$ cat config.mk
export PLATFORM = sky130hd
export DESIGN_NAME = cal_top
export DESIGN_NICKNAME = d
export VERILOG_FILES = /design/src/rtl/cal_pkg.sv /design/src/rtl/cal_ctrl.sv /design/src/rtl/cal_dpath.sv /design/src/rtl/cal_top.sv
export SDC_FILE = /design/constraint.sdc
export NUM_CORES = 1
export LEC_CHECK = 0
export BUFFER_PORTS_ARGS = -buffer_cell sky130_fd_sc_hd__buf_2
export CORE_ASPECT_RATIO = 0.75
export CORE_UTILIZATION = 25
export DETAILED_ROUTE_END_ITERATION = 12
export SLEW_MARGIN = 20
export SYNTH_ARGS = -nofsm -noshare
export SYNTH_HDL_FRONTEND = slang
export SYNTH_SLANG_ARGS = --single-unit
$ cat constraint.sdc
create_clock -name clk -period 3.33 [get_ports clk]
set_clock_uncertainty 0.15 [all_clocks]
set_input_delay 0.1665 -clock clk [delete_from_list [all_inputs] [get_ports clk]]
set_output_delay 0.1665 -clock clk [all_outputs]
set_load 0.03 [all_outputs]
$ cat src/rtl/cal_pkg.sv
package cal_pkg;

  localparam int FIELD_W = 8;

  typedef enum logic [2:0] {
    SEL_SEC  = 3'd0,
    SEL_MIN  = 3'd1,
    SEL_HOUR = 3'd2,
    SEL_DATE = 3'd3,
    SEL_MON  = 3'd4,
    SEL_DOW  = 3'd5,
    SEL_YEAR = 3'd6
  } fieldSel_e;

  localparam logic [FIELD_W-1:0] MASK_SEC  = 8'h7F;
  localparam logic [FIELD_W-1:0] MASK_MIN  = 8'h7F;
  localparam logic [FIELD_W-1:0] MASK_HOUR = 8'hBF;
  localparam logic [FIELD_W-1:0] MASK_DATE = 8'h3F;
  localparam logic [FIELD_W-1:0] MASK_MON  = 8'h1F;
  localparam logic [FIELD_W-1:0] MASK_DOW  = 8'h07;
  localparam logic [FIELD_W-1:0] MASK_YEAR = 8'hFF;

  typedef struct packed {
    logic incSec;
    logic wrapSec;
    logic incMin;
    logic wrapMin;
    logic stepHour;
    logic incDate;
    logic firstDate;
    logic incMon;
    logic firstMon;
    logic incYear;
    logic incDow;
  } calStrobe_t;

  function automatic logic [FIELD_W-1:0] bcdInc(input logic [FIELD_W-1:0] v);
    logic [FIELD_W-1:0] r;
    if (v[3:0] >= 4'd9) r = {v[7:4] + 4'd1, 4'h0};
    else                r = {v[7:4], v[3:0] + 4'd1};
    return r;
  endfunction

  function automatic logic isLeap(input logic [FIELD_W-1:0] yr);
    logic r;
    if (yr[4]) r = (yr[3:0] == 4'd2) || (yr[3:0] == 4'd6);
    else       r = (yr[3:0] == 4'd0) || (yr[3:0] == 4'd4) || (yr[3:0] == 4'd8);
    return r;
  endfunction

  function automatic logic [FIELD_W-1:0] monthLast(input logic [FIELD_W-1:0] mon,
                                                   input logic [FIELD_W-1:0] yr);
    logic [FIELD_W-1:0] r;
    case (mon)
      8'h02:                      r = isLeap(yr) ? 8'h29 : 8'h28;
      8'h04, 8'h06, 8'h09, 8'h11: r = 8'h30;
      default:                    r = 8'h31;
    endcase
    return r;
  endfunction

  function automatic logic [FIELD_W-1:0] hourNext(input logic [FIELD_W-1:0] h);
    logic [FIELD_W-1:0] r;
    logic [FIELD_W-1:0] low;
    low = bcdInc({3'b000, h[4:0]});
    if (h[7]) begin
      if (h[4:0] == 5'h12)      r = {h[7:5], 5'h01};
      else if (h[4:0] == 5'h11) r = {h[7], 1'b0, ~h[5], 5'h12};
      else                      r = {h[7:5], low[4:0]};
    end else begin
      if (h[5:0] == 6'h23) r = {h[7:6], 6'h00};
      else begin
        low = bcdInc({2'b00, h[5:0]});
        r   = {h[7:6], low[5:0]};
      end
    end
    return r;
  endfunction

endpackage

$ cat src/rtl/cal_ctrl.sv
module cal_ctrl
  import cal_pkg::*;
(
  input  logic               clk,
  input  logic               rstN,
  input  logic               tickIn,
  input  logic               wrEn,
  input  logic [FIELD_W-1:0] secQ,
  input  logic [FIELD_W-1:0] minQ,
  input  logic [FIELD_W-1:0] hourQ,
  input  logic [FIELD_W-1:0] dateQ,
  input  logic [FIELD_W-1:0] monQ,
  input  logic [FIELD_W-1:0] yearQ,
  output calStrobe_t         stb
);

  logic live, secTop, minTop, hourTop, dayEnd, dateTop, monTop;

  // A write in the same cycle swallows the tick
  assign live    = tickIn && !wrEn;
  assign secTop  = (secQ == 8'h59);
  assign minTop  = (minQ == 8'h59);
  assign hourTop = hourQ[7] ? (hourQ[5] && hourQ[4:0] == 5'h11)
                            : (hourQ[5:0] == 6'h23);
  assign dayEnd  = live && secTop && minTop && hourTop;
  assign dateTop = (dateQ == monthLast(monQ, yearQ));
  assign monTop  = (monQ == 8'h12);

  always_comb begin
    stb           = '0;
    stb.incSec    = live && !secTop;
    stb.wrapSec   = live && secTop;
    stb.incMin    = live && secTop && !minTop;
    stb.wrapMin   = live && secTop && minTop;
    stb.stepHour  = live && secTop && minTop;
    stb.incDow    = dayEnd;
    stb.incDate   = dayEnd && !dateTop;
    stb.firstDate = dayEnd && dateTop;
    stb.incMon    = dayEnd && dateTop && !monTop;
    stb.firstMon  = dayEnd && dateTop && monTop;
    stb.incYear   = dayEnd && dateTop && monTop;
  end


  sec_wrap_chk: assert property (@(posedge clk) disable iff (!rstN)
    live && secTop |=> secQ == 8'h00 && minQ != $past(minQ));


  idle_hold_chk: assert property (@(posedge clk) disable iff (!rstN)
    !tickIn && !wrEn |=> $stable(secQ) && $stable(minQ) && $stable(hourQ)
                         && $stable(dateQ) && $stable(monQ) && $stable(yearQ));


  month_roll_chk: assert property (@(posedge clk) disable iff (!rstN)
    dayEnd && dateTop |=> dateQ == 8'h01 && monQ != $past(monQ));

endmodule

$ cat src/rtl/cal_dpath.sv
module cal_dpath
  import cal_pkg::*;
(
  input  logic               clk,
  input  logic               rstN,
  input  logic               wrEn,
  input  logic [2:0]         wrSel,
  input  logic [FIELD_W-1:0] wrData,
  input  calStrobe_t         stb,
  output logic [FIELD_W-1:0] secQ,
  output logic [FIELD_W-1:0] minQ,
  output logic [FIELD_W-1:0] hourQ,
  output logic [FIELD_W-1:0] dateQ,
  output logic [FIELD_W-1:0] monQ,
  output logic [FIELD_W-1:0] dowQ,
  output logic [FIELD_W-1:0] yearQ
);

  logic hitSec, hitMin, hitHour, hitDate, hitMon, hitDow, hitYear;

  assign hitSec  = wrEn && (wrSel == SEL_SEC);
  assign hitMin  = wrEn && (wrSel == SEL_MIN);
  assign hitHour = wrEn && (wrSel == SEL_HOUR);
  assign hitDate = wrEn && (wrSel == SEL_DATE);
  assign hitMon  = wrEn && (wrSel == SEL_MON);
  assign hitDow  = wrEn && (wrSel == SEL_DOW);
  assign hitYear = wrEn && (wrSel == SEL_YEAR);

  always_ff @(posedge clk or negedge rstN) begin
    if (!rstN) begin
      secQ  <= 8'h00;
      minQ  <= 8'h00;
      hourQ <= 8'h00;
      dateQ <= 8'h01;
      monQ  <= 8'h01;
      dowQ  <= 8'h01;
      yearQ <= 8'h00;
    end else begin
      if (hitSec)           secQ <= wrData & MASK_SEC;
      else if (stb.wrapSec) secQ <= 8'h00;
      else if (stb.incSec)  secQ <= bcdInc(secQ);

      if (hitMin)           minQ <= wrData & MASK_MIN;
      else if (stb.wrapMin) minQ <= 8'h00;
      else if (stb.incMin)  minQ <= bcdInc(minQ);

      if (hitHour)           hourQ <= wrData & MASK_HOUR;
      else if (stb.stepHour) hourQ <= hourNext(hourQ);

      if (hitDate)            dateQ <= wrData & MASK_DATE;
      else if (stb.firstDate) dateQ <= 8'h01;
      else if (stb.incDate)   dateQ <= bcdInc(dateQ);

      if (hitMon)            monQ <= wrData & MASK_MON;
      else if (stb.firstMon) monQ <= 8'h01;
      else if (stb.incMon)   monQ <= bcdInc(monQ);

      if (hitDow)          dowQ <= wrData & MASK_DOW;
      else if (stb.incDow) dowQ <= (dowQ == 8'h07) ? 8'h01 : dowQ + 8'h01;

      if (hitYear)          yearQ <= wrData & MASK_YEAR;
      else if (stb.incYear) yearQ <= (yearQ == 8'h99) ? 8'h00 : bcdInc(yearQ);
    end
  end


  wr_isolate_chk: assert property (@(posedge clk) disable iff (!rstN)
    wrEn && wrSel != SEL_SEC |=> $stable(secQ));


  pm_flip_chk: assert property (@(posedge clk) disable iff (!rstN)
    stb.stepHour && hourQ[7] && hourQ[4:0] == 5'h11 |=> hourQ[5] != $past(hourQ[5]));


  dow_span_chk: assert property (@(posedge clk) disable iff (!rstN)
    stb.incDow |=> dowQ >= 8'h01 && dowQ <= 8'h07);

endmodule

$ cat src/rtl/cal_top.sv
module cal_top
  import cal_pkg::*;
(
  input  logic         clk,
  input  logic         rstN,
  input  logic         tickIn,
  input  logic         wrEn,
  input  logic [2:0]   wrSel,
  input  logic [7:0]   wrData,
  output logic [7:0]   secOut,
  output logic [7:0]   minOut,
  output logic [7:0]   hourOut,
  output logic [7:0]   dateOut,
  output logic [7:0]   monOut,
  output logic [7:0]   dowOut,
  output logic [7:0]   yearOut
);

  calStrobe_t stb;

  cal_ctrl u_ctrl (
    .clk    (clk),
    .rstN   (rstN),
    .tickIn (tickIn),
    .wrEn   (wrEn),
    .secQ   (secOut),
    .minQ   (minOut),
    .hourQ  (hourOut),
    .dateQ  (dateOut),
    .monQ   (monOut),
    .yearQ  (yearOut),
    .stb    (stb)
  );

  cal_dpath u_dpath (
    .clk    (clk),
    .rstN   (rstN),
    .wrEn   (wrEn),
    .wrSel  (wrSel),
    .wrData (wrData),
    .stb    (stb),
    .secQ   (secOut),
    .minQ   (minOut),
    .hourQ  (hourOut),
    .dateQ  (dateOut),
    .monQ   (monOut),
    .dowQ   (dowOut),
    .yearQ  (yearOut)
  );

endmodule

==> results of run 1 <==
[state kept, by name, indices dropped and copies added, names as in the netlist]
signal,flops
u_dpath.dateQ,8
u_dpath.dowQ,8
u_dpath.hourQ,7
u_dpath.minQ,8
u_dpath.monQ,8
u_dpath.secQ,8
u_dpath.yearQ,8
[Yosys cell counts, drive strengths merged (4+ instances only)]
master / n / area, µm²
nor3: 13 / 81.3
nor4: 5 / 31.3
a21oi: 29 / 145
xor2: 5 / 43.8
nand2: 52 / 195
and2: 5 / 31.3
nand2b: 9 / 56.3
nor3b: 6 / 45.0
inv: 26 / 97.6
nor2b: 8 / 52.6
a31oi: 5 / 31.3
mux2i: 7 / 70.1
nand3: 25 / 125
and3: 5 / 32.5
o211ai: 4 / 30.0
dfrtp: 52 / 1300
nor2: 46 / 175
nand4: 8 / 50.1
o21ai: 47 / 235
a21boi: 6 / 45.1
clkbuf: 6 / 22.5
ha: 34 / 425
o22ai: 8 / 50.1
or3: 4 / 26.3
[metrics by stage]
| step | util (%) | hold slack, ns | instances |
|---|---|---|---|
| floorplan | - | -0.279 | 468 |
| global placement | 30.0 | 0.173 | 747 |
| detailed placement | 30.0 | 0.176 | 747 |
| CTS | 31.4 | 0.0358 | 759 |
| global route | 31.4 | 0.0467 | 759 |
| finish | 31.4 | 0.0364 | 759 |
[final timing paths]
check                                      from                to  slack (ns)  cells after the start
worst max register to register  u_dpath.secQ[1]  u_dpath.yearQ[3]        0.22                      9
worst min-delay path                  wrData[0]  u_dpath.dateQ[0]        0.04                      3
min in group asynchronous                  rstN  u_dpath.yearQ[0]        0.34                      2
worst max-delay path            u_dpath.secQ[1]  u_dpath.yearQ[3]        0.22                      9
max in group asynchronous                  rstN   u_dpath.dowQ[0]        1.78                      3
worst min register to register  u_dpath.minQ[7]   u_dpath.minQ[7]        0.37                      1
[cells in the final DEF, fill, tap and decap left out, types with 11 or more instances in the layout]
cell type	count
a21oi_1	29
buf_2	69
buf_4	14
dfrtp_1	52
ha_1	34
inv_1	26
nand2_1	52
nand3_1	25
nor2_1	45
nor3_1	11
o21ai_0	47
[cells by family after synthesis]
group,share of synthesized area (%)
simple gates,26.0
compound gates,20.5
buf+inv,3.51
other cells,0.0956
flops,35.2
fa+ha+maj,10.8
mux,2.07
xor+xnor,1.76
[final cells by class]
type,instances,area [µm²]
clock inverter,3,46.3
fill,1598,10500
tap,205,256
sequential,55,1380
timing repair buffer,87,490
multi-input combinational,378,2410
clock buffer,5,125
inverter,26,97.6
[power groups by stage]
stage	registers [W]	logic (W)	clock network, W
after floorplan	0.00134	0.000608	0
after detailed placement	0.00110	0.00128	0
after global routing	0.00113	0.00142	0.000686
after CTS	0.00109	0.00129	0.000658
final	0.00109	0.00129	0.000642
after global placement	0.00110	0.00127	0
[what timing repair did]
action,4_1_cts,5_1_grt
hold buffers,4,0
endpoints found under the hold margin,36,0
resized for setup,0,1
setup endpoints to repair,0,1
[routing by layer]
layer / track usage [%] / vias up / share of wire (%)
met2: 21.8 / 97 / 43
met3: 2.85 / 8 / 5.5
met4: 5.42 / 0 / 1.4
li1: - / 1878 / -
met1: 22.7 / 1815 / 50
met5: 0 / - / 0
[worst register-to-register path, delay by kind of cell (launching register included)]
kind / cells / cell delay [ns]
adder cells (fa/ha/maj): 1 / 0.18
AO/OA/AOI/OAI: 1 / 0.18
buffers and inverters: 1 / 0.10
flip-flops: 1 / 0.43
AND/OR/NAND/NOR: 6 / 1.99
==> results.toml, run 1 <==
[run_status]
status = "finished clean"

[global_routing]
grt_overflow = 0
grt_pass1_wl_um = 19400
grt_pass1_vias = 3474
grt_use_total_pct = 15.3
antenna_found_initial = 0
grt_max_degree = 34

[sta]
timing.final.ws_setup_ns = 0.216
max_slew.worst_pin.slew_ns = 0.854
rsz0062_at_grt = "no"
slew_headroom_pct = 43.1
min_period_ns = 3.11
drv_slew = 0
setup_viol_count_final = 0
hold_viol = 0
fmax_mhz = 321
fin_tns_setup_ns = 0
fin_crit_sh_pct = 93.5

[power]
power_frac_seq_pct = 36.2
p_clk_share_pct = 21.2
p_switching_w = 0.00139
ir_drop_uv = 238
powerDensity_nw_per_um2 = 630
swShare_pct = 45.8
finalPower_w = 0.00302
internal-power_w = 0.00164
p_leak_nw = 2.15
power_frac_comb_pct = 42.6

[synth]
synth_seq_cells = 55
synth_edf_count = 0
ys_types = 66
synth_area_um2 = 3920
syn_nets = 517
ys_seq_area_share_pct = 35.2
synth_cells = 468
ys_warn_count = 0
ys_async_sr_fraction_pct = 100
avgSynthCellArea_um2 = 8.38
synth_ff_type = "dfrtp_1"

[final_layout]
synthToLayoutAreaGrowth_pct = 22.5
num_antenna_cells = 0
stdcell_area_um2 = 4800
layout-drive-gt1-share_pct = 20.0
nets = 602

[die]
core_region_area_um2 = 15300
ioPinCount = 71
die-area_um2 = 16200
die_x_um = 147
initial_core_util_pct = 25.7
die_y_um = 110
rows = 39

[setup_path]
cp_slowest_cell = "or4_4"
path_cells = "inv_1 -> ha_1 -> nand4b_1 -> or4_1 -> nor2_2 -> nand2_1 -> or4_4 -> or3_1 -> a31oi_1"
cp-start-kind = "flip-flop"
worst-path-max-fanout = 7
crit_family = "simple AND/OR/NAND/NOR gates"
crit_buf_inv = 1
required_ns = 3.42
cp.arrival_ns = 3.20
worst_path_largest_cell_delay_ns = 0.60
end_kind = "flip-flop"
path_class = "flip-flop to flip-flop"

[min_path]
hp-class = "input pin to flip-flop"

[drt]
post_drt_wl_per_cell_um = 15.8
drtPass1Iterations = 5
routed_wl_um = 12000
ant_nets = 0
drtIter0Drc = 284
drt-vias-per-instance = 5.00
vias = 3798
remaining_drc_errors = 0

[clock_tree]
cts.clk_slew.worst_paths_ns = 0.08
clk_latency_ns = 0.32
clk_path_buf_depth = 2
cts_buffers = 5
cts.sinks = 55
cts-root-buf = "clkbuf_16"
h-tree-depth = 2
cts_tree = "yes"
postCtsSetupRepairBufs = 0

[placed_design]
dpl_cell_area_um2 = 4590
dpl.hpwl_um = 8930
port_buffers = 69
dp_slack_ns = 0.194
gp_congestion = 0.825

[flow_run]
drv_cap = 0
(Power assumes the default switching activity.)
==> inputs of run 2 (changes only) <==
--- a/config.mk
+++ b/config.mk
@@ -9,7 +9,9 @@
 export CORE_ASPECT_RATIO = 0.75
 export CORE_UTILIZATION = 25
 export DETAILED_ROUTE_END_ITERATION = 12
+export SKIP_LAST_GASP = 1
 export SLEW_MARGIN = 20
 export SYNTH_ARGS = -nofsm -noshare
 export SYNTH_HDL_FRONTEND = slang
+export SYNTH_HIERARCHICAL = 1
 export SYNTH_SLANG_ARGS = --single-unit
==> results.toml, run 2 <==
[placed_design]
dp_slack_ns = 0.312
dpl.hpwl_um = 9240
place_inst = 722
dpl_cell_area_um2 = 4750
port_buffers = 69
gp_congestion = 0.874

[power]
powerDensity_nw_per_um2 = 643
ir_drop_uv = 349
p_leak_nw = 2.17

[drt]
routed_wl_um = 12400
drt-vias-per-instance = 5.27
ant_nets = 0
remaining_drc_errors = 0
vias = 3860
drtPass1Iterations = 5
drtIter0Drc = 270
post_drt_wl_per_cell_um = 16.9

[setup_path]
required_ns = 3.37
worst-path-max-fanout = 7
cp.arrival_ns = 3.10
cp_slowest_cell = "or4_4"
worst_path_largest_cell_delay_ns = 0.52
cp-start-kind = "flip-flop"
path_cells = "or3_4 -> or4_4 -> o21ai_2 -> o211ai_2 -> nor3_1 -> buf_4 -> a31oi_4 -> o21bai_1 -> a221o_2"
path_class = "flip-flop to flip-flop"
end_kind = "flip-flop"

[synth]
synth_area_um2 = 4160
yosysMostFrequentCell = "dfrtp_1"
synthMuxAreaShare_pct = 2.46
syn_nets = 491
ys_top_cells_by_area = "dfrtp_1 31%, ha_1 8.1%, o21ai_0 4.0%"
synth_top_area_share_pct = 31.3
synth-xor-area-share_pct = 2.10
ys_async_sr_fraction_pct = 100
synth_cells = 449
synth_edf_count = 0
avgSynthCellArea_um2 = 9.27
ys_warn_count = 6
yosysTopAreaCell = "dfrtp_1"
yosys.area_share.simple_pct = 24.2
synth_top_family_by_area = "compound AO/OA/AOI/OAI gates"
ys_types = 83
synthAdderAreaFrac_pct = 8.11
synth_compound_area_share_pct = 24.4
synthTopCellsByCount = "52 x dfrtp_1, 39 x nand2_1, 33 x o21ai_0"
ys_seq_area_share_pct = 33.1
synth_seq_cells = 55
synth_ff_type = "dfrtp_1"

[sta]
timing.final.ws_setup_ns = 0.268
max_slew.worst_pin.slew_ns = 0.681
min_period_ns = 3.06
rsz0062_at_grt = "no"
slew_headroom_pct = 54.4
fin_tns_setup_ns = 0
drv_slew = 0
fin_hold_ws_ns = 0.0308
setup_viol_count_final = 0
hold_viol = 0
fin_crit_sh_pct = 92.0
fmax_mhz = 327

[final_layout]
nets = 563
num_antenna_cells = 0
multi_input_area_um2 = 2550
layout_common_cells = "69 x buf_2, 52 x dfrtp_1, 39 x nand2_1"
synthToLayoutAreaGrowth_pct = 18.1
layout_commonest_cell = "buf_2"
stdcell_area_um2 = 4920
nFillCells = 1696
layout-drive-gt1-share_pct = 24.3
fin_cells = 732
regArea_um2 = 1380

[die]
ioPinCount = 71
die-area_um2 = 17200
rows = 40
initial_core_util_pct = 25.8
die_x_um = 151
die_y_um = 114
core_region_area_um2 = 16200

[global_routing]
grt_pass1_wl_um = 20000
antenna_found_initial = 0
grt_pass1_vias = 3640
grt_overflow = 0
grt_max_degree = 30
grt_use_total_pct = 14.9

[clock_tree]
cts.clk_slew.worst_paths_ns = 0.08
clk_path_buf_depth = 2
cts_resized = 0
cts-root-buf = "clkbuf_16"
cts.sinks = 55
postCtsSetupRepairBufs = 0
cts_tree = "yes"
clk_latency_ns = 0.30
h-tree-depth = 2
hold_buffers = 2
cts_buffers = 5

[min_path]
hp-class = "input pin to flip-flop"

[flow_run]
drv_cap = 0

[run_status]
status = "finished clean"
run 2: changes by cell type after synthesis, moves of 5 or more:
cell | previous run | this run
a21oi_1 | 29 | 19
a32oi_1 | 2 | 8
and4bb_2 | 0 | 6
nor4bb_1 | 1 | 8
nand3_1 | 25 | 16
nor2_1 | 45 | 26
o21ai_0 | 47 | 33
xor2_1 | 5 | 10
ha_1 | 34 | 27
buf_4 | 1 | 6
o21bai_1 | 0 | 5
nand2_1 | 52 | 39
run 2: area by class of cell:
cell class              instances  share of cell area, %
repair buffers                 84                   9.41
multi-input cells             346                   51.9
clock buffers                   5                   2.54
flip-flops and latches         55                   28.1
inverters                      29                   2.21
clock inverters                 3                  0.483
well taps                     210                   5.34
run 2: metrics by stage:
step,total power [W],utilization [%]
finish,0.00316,30.4
global route,0.00338,30.4
CTS,0.00317,30.4
detailed placement,0.00260,29.4
global placement,0.00257,29.4
floorplan,0.00212,-
run 2: worst paths after layout:
path | startpoint | to | slack, ns | cells after the start
setup / recovery | u_dpath/monQ[5] | u_dpath/yearQ[7] | 0.27 | 9
hold / removal | wrData[3] | u_dpath/minQ[3] | 0.03 | 3
setup reg to reg | u_dpath/monQ[5] | u_dpath/yearQ[7] | 0.27 | 9
hold reg to reg | u_dpath/dateQ[7] | u_dpath/dateQ[7] | 0.43 | 2
max in group asynchronous | rstN | u_dpath/monQ[0] | 1.85 | 3
min in group asynchronous | rstN | u_dpath/dowQ[6] | 0.28 | 2
run 2: where the power goes:
part,internal (W),total [W],switching [W]
logic,0.000537,0.00146,0.000920
clock network,0.000283,0.000553,0.000270
registers,0.000838,0.00115,0.000316
run 2: cells by family (layout without fill, tap and decap cells):
logic type,count (synthesis),in the layout
AO/OA/AOI/OAI,134,134
XOR/XNOR,10,10
adder cells (fa/ha/maj),27,27
buffers and inverters,48,121
flip-flops,55,55
multiplexers,10,10
other,1,1
AND/OR/NAND/NOR,164,164
run 2: worst max-delay path: cells and delay by family (launching register included):
kind                   cells  cell delay, ns
AND/OR/NAND/NOR            3            1.24
AO/OA/AOI/OAI              5            0.92
flip-flops                 1            0.42
buffers and inverters      1            0.22
run 2: per-layer routing:
metal | vias up | global-route usage, % | routed length [µm]
li1 | 1841 | - | -
met1 | 1890 | 22.0 | 6220
met2 | 122 | 22.1 | 5320
met3 | 7 | 3.24 | 765
met4 | 0 | 2.60 | 77
met5 | - | 0 | 0
==> inputs of run 3 (changes only) <==
--- a/config.mk
+++ b/config.mk
@@ -9,6 +9,7 @@
 export CORE_ASPECT_RATIO = 0.75
 export CORE_UTILIZATION = 25
 export DETAILED_ROUTE_END_ITERATION = 12
+export GPL_TIMING_DRIVEN = 0
 export SKIP_LAST_GASP = 1
 export SLEW_MARGIN = 20
 export SYNTH_ARGS = -nofsm -noshare
==> results.toml, run 3 (synthesized netlist as in run 2, its figures left out) <==
[sta]
min_period_ns = 3.15
setup_viol_count_final = 0
hold_viol = 0
max_slew.worst_pin.slew_ns = 0.738
slew_headroom_pct = 50.8
rsz0062_at_grt = "no"
fmax_mhz = 318
drv_slew = 0
fin_crit_sh_pct = 94.5

[global_routing]
grt_max_degree = 56
grt_use_total_pct = 14.4
grt_overflow = 0
grt_pass1_vias = 3692
antenna_found_initial = 0
grt_pass1_wl_um = 19300

[setup_path]
reg2reg_depth = 8
required_ns = 3.37
end_kind = "flip-flop"
r2r_end = "u_dpath/yearQ[7]"
reg2reg_slack_ns = 0.18
timing.rr.start = "u_dpath/monQ[3]"
cp_slowest_cell = "dfrtp_1"
cp-start-kind = "flip-flop"
cp.arrival_ns = 3.19
crit_buf_inv = 0
crit_family = "simple AND/OR/NAND/NOR gates"
worst_path_largest_cell_delay_ns = 0.51
path_cells = "or3_4 -> or4_4 -> o21ai_2 -> o211ai_2 -> nor3_4 -> a31oi_4 -> o21bai_1 -> a221o_2"
worst-path-max-fanout = 10
startpoint = "u_dpath/monQ[3]"
endpoint = "u_dpath/yearQ[7]"
path_depth = 8
path_class = "flip-flop to flip-flop"

[drt]
routed_wl_um = 12200
vias = 3937
post_drt_wl_per_cell_um = 16.4
ant_nets = 0
drtPass1Iterations = 5
remaining_drc_errors = 0
drt-vias-per-instance = 5.31
drtIter0Drc = 229

[run_status]
status = "finished clean"

[placed_design]
dpl.hpwl_um = 8910
gp_congestion = 0.832
port_buffers = 68
place_inst = 727

[final_layout]
multi_input_area_um2 = 2610
num_antenna_cells = 0
synthToLayoutAreaGrowth_pct = 21.1
layout-drive-gt1-share_pct = 25.8
nets = 573
layout_commonest_cell = "buf_2"
nFillCells = 1689
fin_util_pct = 31.2
regArea_um2 = 1380
fin_cells = 741
layout_common_cells = "71 x buf_2, 52 x dfrtp_1, 39 x nand2_1"

[clock_tree]
cts.sinks = 55
cts.clk_slew.worst_paths_ns = 0.07
cts-root-buf = "clkbuf_16"
clk_path_buf_depth = 2
cts_buffers = 5
h-tree-depth = 2
clk_latency_ns = 0.30
cts_tree = "yes"

[die]
ioPinCount = 71
die_x_um = 151
core_region_area_um2 = 16200
die_y_um = 114
die-area_um2 = 17200
initial_core_util_pct = 25.8
rows = 40

[min_path]
hold_path_depth = 3
hp-class = "input pin to flip-flop"

[power]
p_leak_nw = 2.23
powerDensity_nw_per_um2 = 633
ir_drop_uv = 334

[flow_run]
drv_cap = 0
[run 3: changes by cell type in the layout (fill, tap and decap cells not counted), moves of 2 or more]
cell	delta
nor4bb_1	-2
buf_2	+2
clkbuf_1	+6
buf_6	+3
clkinvlp_4	-2
nor4bb_2	+2
[run 3: worst register-to-register path: cells and delay by family, from the launching register on]
family,cells,cell delay (ns)
AND/OR/NAND/NOR,3,1.34
AO/OA/AOI/OAI,5,1.03
flip-flops,1,0.51
[run 3: power by group]
part | total (W) | switching [W] | internal [W] | leakage (nW)
clock | 0.000599 | 0.000247 | 0.000352 | 0.0769
sequential | 0.00115 | 0.000311 | 0.000839 | 0.681
combinational | 0.00144 | 0.000914 | 0.000529 | 1.47
total | 0.00319 | 0.00147 | 0.00172 | 2.23
[run 3: stage by stage]
step	cell area (µm²)	hold slack, ns	TNS (ns)	worst slack, ns	total power (W)
floorplan	4160	-0.279	0	0.0293	0.00212
global placement	4770	0.285	-7.27	-0.671	0.00253
detailed placement	4770	0.139	-6.82	-0.629	0.00258
CTS	4990	0.0422	0	0.0495	0.00320
global route	5040	0.0462	0	0.0311	0.00341
finish	5040	0.0428	0	0.182	0.00319
[run 3: worst min-delay path by stage]
stage / start / end / slack, ns
CTS: wrData[3] / u_dpath/minQ[3] / 0.04
floorplan: rstN / u_dpath/dateQ[1] / -0.28
global placement: wrData[7] / u_dpath/hourQ[7] / 0.29
global route: wrData[3] / u_dpath/minQ[3] / 0.05
finish: wrData[3] / u_dpath/minQ[3] / 0.04
detailed placement: rstN / u_dpath/dowQ[6] / 0.14
[run 3: timing repair]
item                                    CTS  global route
resized for setup                         5             6
endpoints found under the hold margin    54             0
hold buffers                              2             0
endpoints found under the setup margin   18            19
buffers inserted                          2             3
pin swaps                                 2             2
[run 3: cell type report]
class	count	area share [%]
inverter	29	2.16
buffer	19	2.41
clock inverter	1	0.596
multi-input combinational	346	51.7
sequential	55	27.4
clock buffer	6	2.56
timing repair buffer	75	7.94
tap	210	5.21
[run 3: per-layer routing]
layer / up-vias / track usage (%) / wire (µm)
met2: 133 / 21.7 / 5450
met5: - / 0 / 0
met1: 1932 / 21.1 / 5830
met4: 0 / 3.53 / 151
met3: 14 / 2.80 / 752
li1: 1858 / - / -
